[src/rtl/cfg_guard_pkg.sv]
// Package: shared addresses, flag positions and field positions of the
// configuration guard. Assumes a 3-bit word address space.
package cfg_guard_pkg;
    localparam int unsigned ADDR_W = 3;
    localparam int unsigned NFLAG = 3;

    typedef enum logic [ADDR_W-1:0] {
        A_CTL_A = 3'd0,
        A_CTL_B = 3'd1,
        A_WARN  = 3'd2,
        A_FIRE  = 3'd3,
        A_KEY   = 3'd4,
        A_PROT  = 3'd5,
        A_FLAGS = 3'd6
    } reg_addr_e;

    localparam int unsigned F_PAR  = 0;
    localparam int unsigned F_VIOL = 1;
    localparam int unsigned F_KEY  = 2;

    localparam int unsigned LOCK_BIT   = 0;
    localparam int unsigned IRQ_EN_LSB = 0;
    localparam int unsigned RST_EN_LSB = 4;
    localparam int unsigned EXP_LSB    = 16;
endpackage

[src/rtl/cfg_guard_decode.sv]
// Module: cfg_guard_decode
// Classifies one bus write. It decides whether the write commits, whether it
// uses up the unlock window, and which events it raises.
// Assumes: one write per cycle; the lock and window state come from flops.
module cfg_guard_decode
    import cfg_guard_pkg::*;
#(
    parameter int unsigned DATA_W = 32
) (
    input  logic              wr_en,
    input  logic [ADDR_W-1:0] wr_addr,
    input  logic [DATA_W-1:0] wr_data,
    input  logic              lock,
    input  logic              win_open,
    output logic              commit,
    output logic              consume,
    output logic              key_try,
    output logic              par_evt,
    output logic              viol_evt,
    output logic [NFLAG-1:0]  clr_mask
);
    logic is_ctl;
    logic guarded;
    logic access;
    logic blocked;
    logic par_bad;

    // Address classes: control words and all lock-protected registers.
    always_comb begin
        is_ctl  = (wr_addr == A_CTL_A) || (wr_addr == A_CTL_B);
        guarded = is_ctl || (wr_addr == A_WARN) || (wr_addr == A_FIRE)
                  || (wr_addr == A_PROT);
    end

    // Lock gate, parity gate and event generation for the current write.
    always_comb begin
        access   = wr_en && guarded;
        blocked  = lock && !win_open;
        par_bad  = is_ctl && (^wr_data);
        viol_evt = access && blocked;
        par_evt  = access && par_bad;
        commit   = access && !blocked && !par_bad;
        consume  = access && win_open;
        key_try  = wr_en && (wr_addr == A_KEY);
        clr_mask = (wr_en && (wr_addr == A_FLAGS)) ? wr_data[NFLAG-1:0] : '0;
    end
endmodule

[src/rtl/cfg_guard_unlock.sv]
// Module: cfg_guard_unlock
// Compares a key attempt with the stored key and keeps the unlock window,
// which closes on first use or after 2^(BASE_LOG2+exp) cycles.
// Assumes: key_try and consume are never high together.
module cfg_guard_unlock #(
    parameter int unsigned KEY_W     = 16,
    parameter int unsigned EXP_W     = 4,
    parameter int unsigned BASE_LOG2 = 7
) (
    input  logic             clk,
    input  logic             rst_n,
    input  logic             key_try,
    input  logic [KEY_W-1:0] key_val,
    input  logic [KEY_W-1:0] stored_key,
    input  logic [EXP_W-1:0] win_exp,
    input  logic             consume,
    output logic             win_open,
    output logic             key_fail
);
    localparam int unsigned CNT_W = BASE_LOG2 + (1 << EXP_W);

    logic             match;
    logic [CNT_W-1:0] cnt;
    logic [CNT_W-1:0] limit;
    logic             last;

    // Key comparison and the window length for the current exponent.
    always_comb begin
        match    = (key_val == stored_key);
        key_fail = key_try && !match;
        limit    = CNT_W'(1) << (BASE_LOG2 + int'(win_exp));
        last     = (cnt == limit - CNT_W'(1));
    end

    // Window state: opened by a good key, closed by use or expiry.
    always_ff @(posedge clk) begin
        if (!rst_n) begin
            win_open <= 1'b0;
            cnt      <= '0;
        end else if (key_try && match) begin
            win_open <= 1'b1;
            cnt      <= '0;
        end else if (win_open) begin
            if (consume || last) begin
                win_open <= 1'b0;
                cnt      <= '0;
            end else begin
                cnt <= cnt + CNT_W'(1);
            end
        end
    end

    // an open window never runs past its length.
    p_window_bound_r7: assert property (@(posedge clk) disable iff (!rst_n)
        win_open |-> (cnt < limit));

    // a guarded write through the window closes it.
    p_single_use_r6: assert property (@(posedge clk) disable iff (!rst_n)
        (consume && !key_try) |=> !win_open);

    // a matching key always leaves the window open.
    p_key_opens_r5: assert property (@(posedge clk) disable iff (!rst_n)
        (key_try && match) |=> win_open);
endmodule

[src/rtl/cfg_guard_regs.sv]
// Module: cfg_guard_regs
// Storage for the guarded registers and the sticky write-one-to-clear flags.
// Assumes: commit is already qualified by lock and parity checks.
module cfg_guard_regs
    import cfg_guard_pkg::*;
#(
    parameter int unsigned DATA_W  = 32,
    parameter int unsigned VAL_W   = 16,
    parameter int unsigned KEY_W   = 16,
    parameter int unsigned EXP_W   = 4,
    parameter logic [KEY_W-1:0] KEY_RST = 16'hC0DE
) (
    input  logic              clk,
    input  logic              rst_n,
    input  logic              commit,
    input  logic [ADDR_W-1:0] wr_addr,
    input  logic [DATA_W-1:0] wr_data,
    input  logic [NFLAG-1:0]  flag_set,
    input  logic [NFLAG-1:0]  flag_clr,
    output logic [DATA_W-1:0] ctl_a,
    output logic [DATA_W-1:0] ctl_b,
    output logic [VAL_W-1:0]  warn_val,
    output logic [VAL_W-1:0]  fire_val,
    output logic [KEY_W-1:0]  key,
    output logic [EXP_W-1:0]  win_exp,
    output logic [NFLAG-1:0]  flags
);
    // Guarded register file: updates only on a committed write.
    always_ff @(posedge clk) begin
        if (!rst_n) begin
            ctl_a    <= '0;
            ctl_b    <= '0;
            warn_val <= '0;
            fire_val <= '0;
            key      <= KEY_RST;
            win_exp  <= '0;
        end else if (commit) begin
            case (wr_addr)
                A_CTL_A: ctl_a    <= wr_data;
                A_CTL_B: ctl_b    <= wr_data;
                A_WARN:  warn_val <= wr_data[VAL_W-1:0];
                A_FIRE:  fire_val <= wr_data[VAL_W-1:0];
                A_PROT: begin
                    key     <= wr_data[KEY_W-1:0];
                    win_exp <= wr_data[EXP_LSB +: EXP_W];
                end
                default: ;
            endcase
        end
    end

    // Sticky flags: set by events, cleared by write-one.
    always_ff @(posedge clk) begin
        if (!rst_n) flags <= '0;
        else        flags <= (flags & ~flag_clr) | flag_set;
    end

    // a parity event leaves both control words unchanged and flags it.
    p_parity_hold_r3: assert property (@(posedge clk) disable iff (!rst_n)
        flag_set[F_PAR] |=> ($stable(ctl_a) && $stable(ctl_b) && flags[F_PAR]));

    // a lock violation leaves every guarded register unchanged.
    p_lock_hold_r4: assert property (@(posedge clk) disable iff (!rst_n)
        flag_set[F_VIOL] |=> ($stable(ctl_a) && $stable(ctl_b) && $stable(warn_val)
                              && $stable(fire_val) && $stable(key) && flags[F_VIOL]));

    // a flag falls only after a write-one to its bit.
    for (genvar i = 0; i < NFLAG; i++) begin : g_w1c
        p_w1c_r8: assert property (@(posedge clk) disable iff (!rst_n)
            $fell(flags[i]) |-> $past(flag_clr[i]));
    end
endmodule

[src/rtl/cfg_guard.sv]
// Module: cfg_guard (top)
// Lock, key-window and parity guard over the watchdog configuration registers,
// with sticky event flags and masked interrupt and reset requests.
// Assumes: a single-cycle write port with no read path.
module cfg_guard
    import cfg_guard_pkg::*;
#(
    parameter int unsigned DATA_W    = 32,
    parameter int unsigned VAL_W     = 16,
    parameter int unsigned KEY_W     = 16,
    parameter int unsigned EXP_W     = 4,
    parameter int unsigned BASE_LOG2 = 7,
    parameter logic [KEY_W-1:0] KEY_RST = 16'hC0DE
) (
    input  logic              clk,
    input  logic              rst_n,
    input  logic              wr_en,
    input  logic [2:0]        wr_addr,
    input  logic [DATA_W-1:0] wr_data,
    output logic [DATA_W-1:0] ctl_a,
    output logic [DATA_W-1:0] ctl_b,
    output logic [VAL_W-1:0]  warn_val,
    output logic [VAL_W-1:0]  fire_val,
    output logic [2:0]        flags,
    output logic              unlock_open,
    output logic              irq,
    output logic              rst_req
);
    logic             commit;
    logic             consume;
    logic             key_try;
    logic             par_evt;
    logic             viol_evt;
    logic             key_fail;
    logic [NFLAG-1:0] clr_mask;
    logic [NFLAG-1:0] flag_set;
    logic [KEY_W-1:0] key;
    logic [EXP_W-1:0] win_exp;

    cfg_guard_decode #(.DATA_W(DATA_W)) u_decode (
        .wr_en    (wr_en),
        .wr_addr  (wr_addr),
        .wr_data  (wr_data),
        .lock     (ctl_a[LOCK_BIT]),
        .win_open (unlock_open),
        .commit   (commit),
        .consume  (consume),
        .key_try  (key_try),
        .par_evt  (par_evt),
        .viol_evt (viol_evt),
        .clr_mask (clr_mask)
    );

    cfg_guard_unlock #(.KEY_W(KEY_W), .EXP_W(EXP_W), .BASE_LOG2(BASE_LOG2)) u_unlock (
        .clk        (clk),
        .rst_n      (rst_n),
        .key_try    (key_try),
        .key_val    (wr_data[KEY_W-1:0]),
        .stored_key (key),
        .win_exp    (win_exp),
        .consume    (consume),
        .win_open   (unlock_open),
        .key_fail   (key_fail)
    );

    // Gather the three event sources into flag order.
    always_comb begin
        flag_set         = '0;
        flag_set[F_PAR]  = par_evt;
        flag_set[F_VIOL] = viol_evt;
        flag_set[F_KEY]  = key_fail;
    end

    cfg_guard_regs #(
        .DATA_W(DATA_W), .VAL_W(VAL_W), .KEY_W(KEY_W), .EXP_W(EXP_W), .KEY_RST(KEY_RST)
    ) u_regs (
        .clk      (clk),
        .rst_n    (rst_n),
        .commit   (commit),
        .wr_addr  (wr_addr),
        .wr_data  (wr_data),
        .flag_set (flag_set),
        .flag_clr (clr_mask),
        .ctl_a    (ctl_a),
        .ctl_b    (ctl_b),
        .warn_val (warn_val),
        .fire_val (fire_val),
        .key      (key),
        .win_exp  (win_exp),
        .flags    (flags)
    );

    // Request outputs: flags masked by their per-event enables.
    always_comb begin
        irq     = |(flags & ctl_b[IRQ_EN_LSB +: NFLAG]);
        rst_req = |(flags & ctl_b[RST_EN_LSB +: NFLAG]);
    end
endmodule

[config.mk]
export PLATFORM = sky130hd
export DESIGN_NAME = cfg_guard
export DESIGN_NICKNAME = d
export VERILOG_FILES = /design/src/rtl/cfg_guard_pkg.sv /design/src/rtl/cfg_guard_decode.sv /design/src/rtl/cfg_guard_unlock.sv /design/src/rtl/cfg_guard_regs.sv /design/src/rtl/cfg_guard.sv
export SDC_FILE = /design/constraint.sdc
export NUM_CORES = 1
export LEC_CHECK = 0
export BUFFER_PORTS_ARGS = -buffer_cell sky130_fd_sc_hd__buf_4
export CAP_MARGIN = 20
export CORE_ASPECT_RATIO = 0.75
export CORE_UTILIZATION = 54
export CTS_BUF_LIST = sky130_fd_sc_hd__clkbuf_8 sky130_fd_sc_hd__clkbuf_16
export CTS_CLUSTER_DIAMETER = 80
export DETAILED_ROUTE_END_ITERATION = 7
export PLACE_DENSITY_LB_ADDON = 0.3
export REMOVE_ABC_BUFFERS = 1
export SLEW_MARGIN = 30
export SYNTH_ARGS = -nofsm -noshare
export SYNTH_HDL_FRONTEND = slang
export SYNTH_SLANG_ARGS = --single-unit
export TNS_END_PERCENT = 5
[constraint.sdc]
create_clock -name clk -period 4.4 [get_ports clk]
set_input_delay 0.44 -clock clk [delete_from_list [all_inputs] [get_ports clk]]
set_output_delay 0.44 -clock clk [all_outputs]
set_load 0.005 [all_outputs]
==> flow_metrics.py <==
metrics = {
    "synth": {
        "ys_types": 68,
        "ys.flop_type": "dfxtp_1",
        "syn_area_per_cell_um2": 8.59,
        "syn_inst": 823,
        "async_flop_share": 0,
        "ys_seq_elements": 143,
        "syn-cell-area_um2": 7070,
        "synth_edf_count": 0,
        "ys_seq_area_frac": 0.405,
        "yosysWarnings": 0,
    },
    "critical_path": {
        "cp.arrival_ps": 4070,
        "crit_fanout": 23,
        "cp-end-kind": "register",
        "start_kind": "register",
        "rr_worst_depth": 11,
        "worstSetupPathType": "register to register",
        "r2r_end": "u_unlock.cnt[8]",
        "rrSetupSlack_ps": 610,
        "r2r_start": "u_regs.win_exp[0]",
        "cp.required_ps": 4680,
    },
    "clock_network": {
        "post_cts_resized": 0,
        "cts_num_sinks": 143,
        "cts-hold-fix-buffers": 0,
        "clkTransAtPathRegs_ps": 60,
        "insertion_delay_ps": 420,
        "root_buffer": "clkbuf_16",
        "h-tree-depth": 4,
        "clk_path_buf_depth": 2,
        "cts_tree": "built",
        "cts_post_setup_buffers_inserted": 0,
        "numCtsBuffers": 17,
    },
    "placement": {
        "dpl.hpwl_um": 12500,
        "gp_congestion": 0.936,
        "portBuffers": 139,
        "dpl.cell_count": 1071,
        "dp_slack_ps": 654,
    },
    "timing": {
        "min_period_ps": 3790,
        "hold_viol_final": 0,
        "maxSlewViolCount": 0,
        "fmax_mhz": 264,
        "slew_headroom": 0.400,
        "clock-skew-final_ps": 12.8,
        "finalCritPeriodShare": 0.861,
        "fin_tns_setup_ps": 0,
        "finalSetupViolations": 0,
        "worst_pin_slew_ps": 898,
        "worst_slack_ps": 612,
        "rsz0062_at_grt": "no",
    },
    "cells_and_area": {
        "final_common_cell": "buf_4",
        "drive_gt1_frac": 0.211,
        "syn_to_final_growth_pct": 23.5,
        "antenna_cells": 0,
        "final_cell_mix": "buf_4 (149), dfxtp_1 (143), nor2_1 (114)",
        "layout.nets": 966,
        "fin_cells": 1103,
    },
    "routing": {
        "drt-initial-drc-count": 532,
        "vias_per_cell": 5.58,
        "drc": 0,
        "drt-wirelength-per-cell_um": 16.4,
        "firstDrtPassIters": 5,
        "routed_wl_um": 18100,
        "num_vias": 6156,
        "ant_nets": 0,
    },
    "die": {
        "initial_core_util": 0.564,
        "core-area_um2": 12500,
        "rows": 35,
        "die_y_um": 101,
        "die_w_um": 134,
        "dieArea_um2": 13600,
        "num_io_pins": 140,
    },
    "min_path": {
        "min_path_type": "input pin to register",
        "hold_path_depth": 2,
        "whs_endpoint": "u_regs.key[1]",
        "hp-start": "rst_n",
    },
    "power": {
        "power_uw": 3270,
        "intPower_uw": 2420,
        "power_frac_clock": 0.453,
        "p_seq_frac": 0.414,
        "leakagePower_uw": 0.00380,
        "peakVddDrop_uv": 303,
        "p_per_area_nw_per_um2": 375,
        "combPwrFrac": 0.133,
        "switchingPower_uw": 847,
        "switching_share": 0.259,
    },
    "grt": {
        "grt_max_degree": 53,
        "track_usage": 0.272,
        "grt_pass1_wl_um": 29000,
        "grt_overflow": 0,
        "grt_pass1_vias": 5528,
        "antenna_found_initial": 0,
    },
    "run_status": {
        "status": "finished clean",
    },
    "run": {
        "maxCapViolations": 0,
    },
}
==> metrics by stage <==
stage,hold slack (ps),utilization,area [um2]
after global routing,282,0.697,8720
after global placement,442,0.648,8120
after CTS,279,0.697,8720
after floorplan,448,-,6730
final,289,0.697,8720
after detailed placement,448,0.648,8120
==> area by class of cell <==
class | instances | area [um2]
fillers | 1005 | 3800
inverters | 13 | 50.0
well taps | 166 | 208
multi-input cells | 598 | 3840
flip-flops and latches | 143 | 2860
repair buffers | 151 | 1160
clock buffers | 17 | 425
clock inverters | 15 | 183
==> worst max-delay path by stage <==
stage / start / end / slack [ps]
final: u_regs.win_exp[0] / u_unlock.cnt[8] / 610
after global routing: u_regs.win_exp[0] / u_unlock.cnt[8] / 310
after CTS: u_regs.win_exp[0] / u_unlock.cnt[8] / 660
after detailed placement: u_regs.win_exp[0] / u_unlock.cnt[9] / 650
after global placement: u_regs.win_exp[0] / u_unlock.cnt[6] / 710
after floorplan: u_regs.win_exp[1] / u_unlock.cnt[6] / 740
==> flip-flops by register name, indices dropped and copies added (netlist names) <==
| register | cells |
|---|---|
| u_regs.fire_val | 16 |
| u_regs.warn_val | 16 |
| u_regs.ctl_b | 32 |
| u_regs.flags | 3 |
| u_unlock.win_open | 1 |
| u_regs.key | 16 |
| u_unlock.cnt | 23 |
| u_regs.ctl_a | 32 |
| u_regs.win_exp | 4 |
==> synth_stat cells (all sizes together) (8+ instances only) <==
cell type	number	area share
buf	29	0.026
inv	13	0.0069
o21ai	13	0.011
nand2b	10	0.0089
nor4	8	0.0071
nand3	24	0.017
mux2i	81	0.11
xor2	41	0.051
nand4	12	0.011
dfxtp	143	0.41
a21oi	44	0.031
nor2	114	0.061
clkbuf	41	0.022
nand2	101	0.054
xnor2	45	0.056
==> routing by layer <==
layer / up-vias / part of all wire / global-route usage
li1: 3013 / - / -
met2: 217 / 0.44 / 0.418
met3: 8 / 0.077 / 0.0639
met5: - / 0 / 0
met1: 2918 / 0.48 / 0.387
met4: 0 / 0.0055 / 0.0588
==> cells by family after synthesis <==
logic type / synth area share
multiplexers: 0.115
flip-flops: 0.405
AND/OR/NAND/NOR: 0.205
adder cells (fa/ha/maj): 0.00708
buffers and inverters: 0.0547
XOR/XNOR: 0.107
AO/OA/AOI/OAI: 0.106
other: 0.000531
==> critical path, cell delays in order (launching register included) <==
cell	delay (ps)
dfxtp_1	320
or2_1	250
inv_2	130
ha_1	750
o21bai_1	120
a22oi_1	210
o2111ai_1	220
or3_1	440
a221oi_1	340
nand4_1	200
o21ai_4	500
o22ai_1	170
==> power by group through the flow <==
stage | clock network (uW) | logic [uW] | registers (uW)
global placement | 0 | 421 | 1380
global route | 1560 | 469 | 1360
finish | 1480 | 434 | 1350
detailed placement | 0 | 425 | 1380
floorplan | 0 | 248 | 1380
CTS | 1500 | 431 | 1350
(Power assumes the default switching activity.)
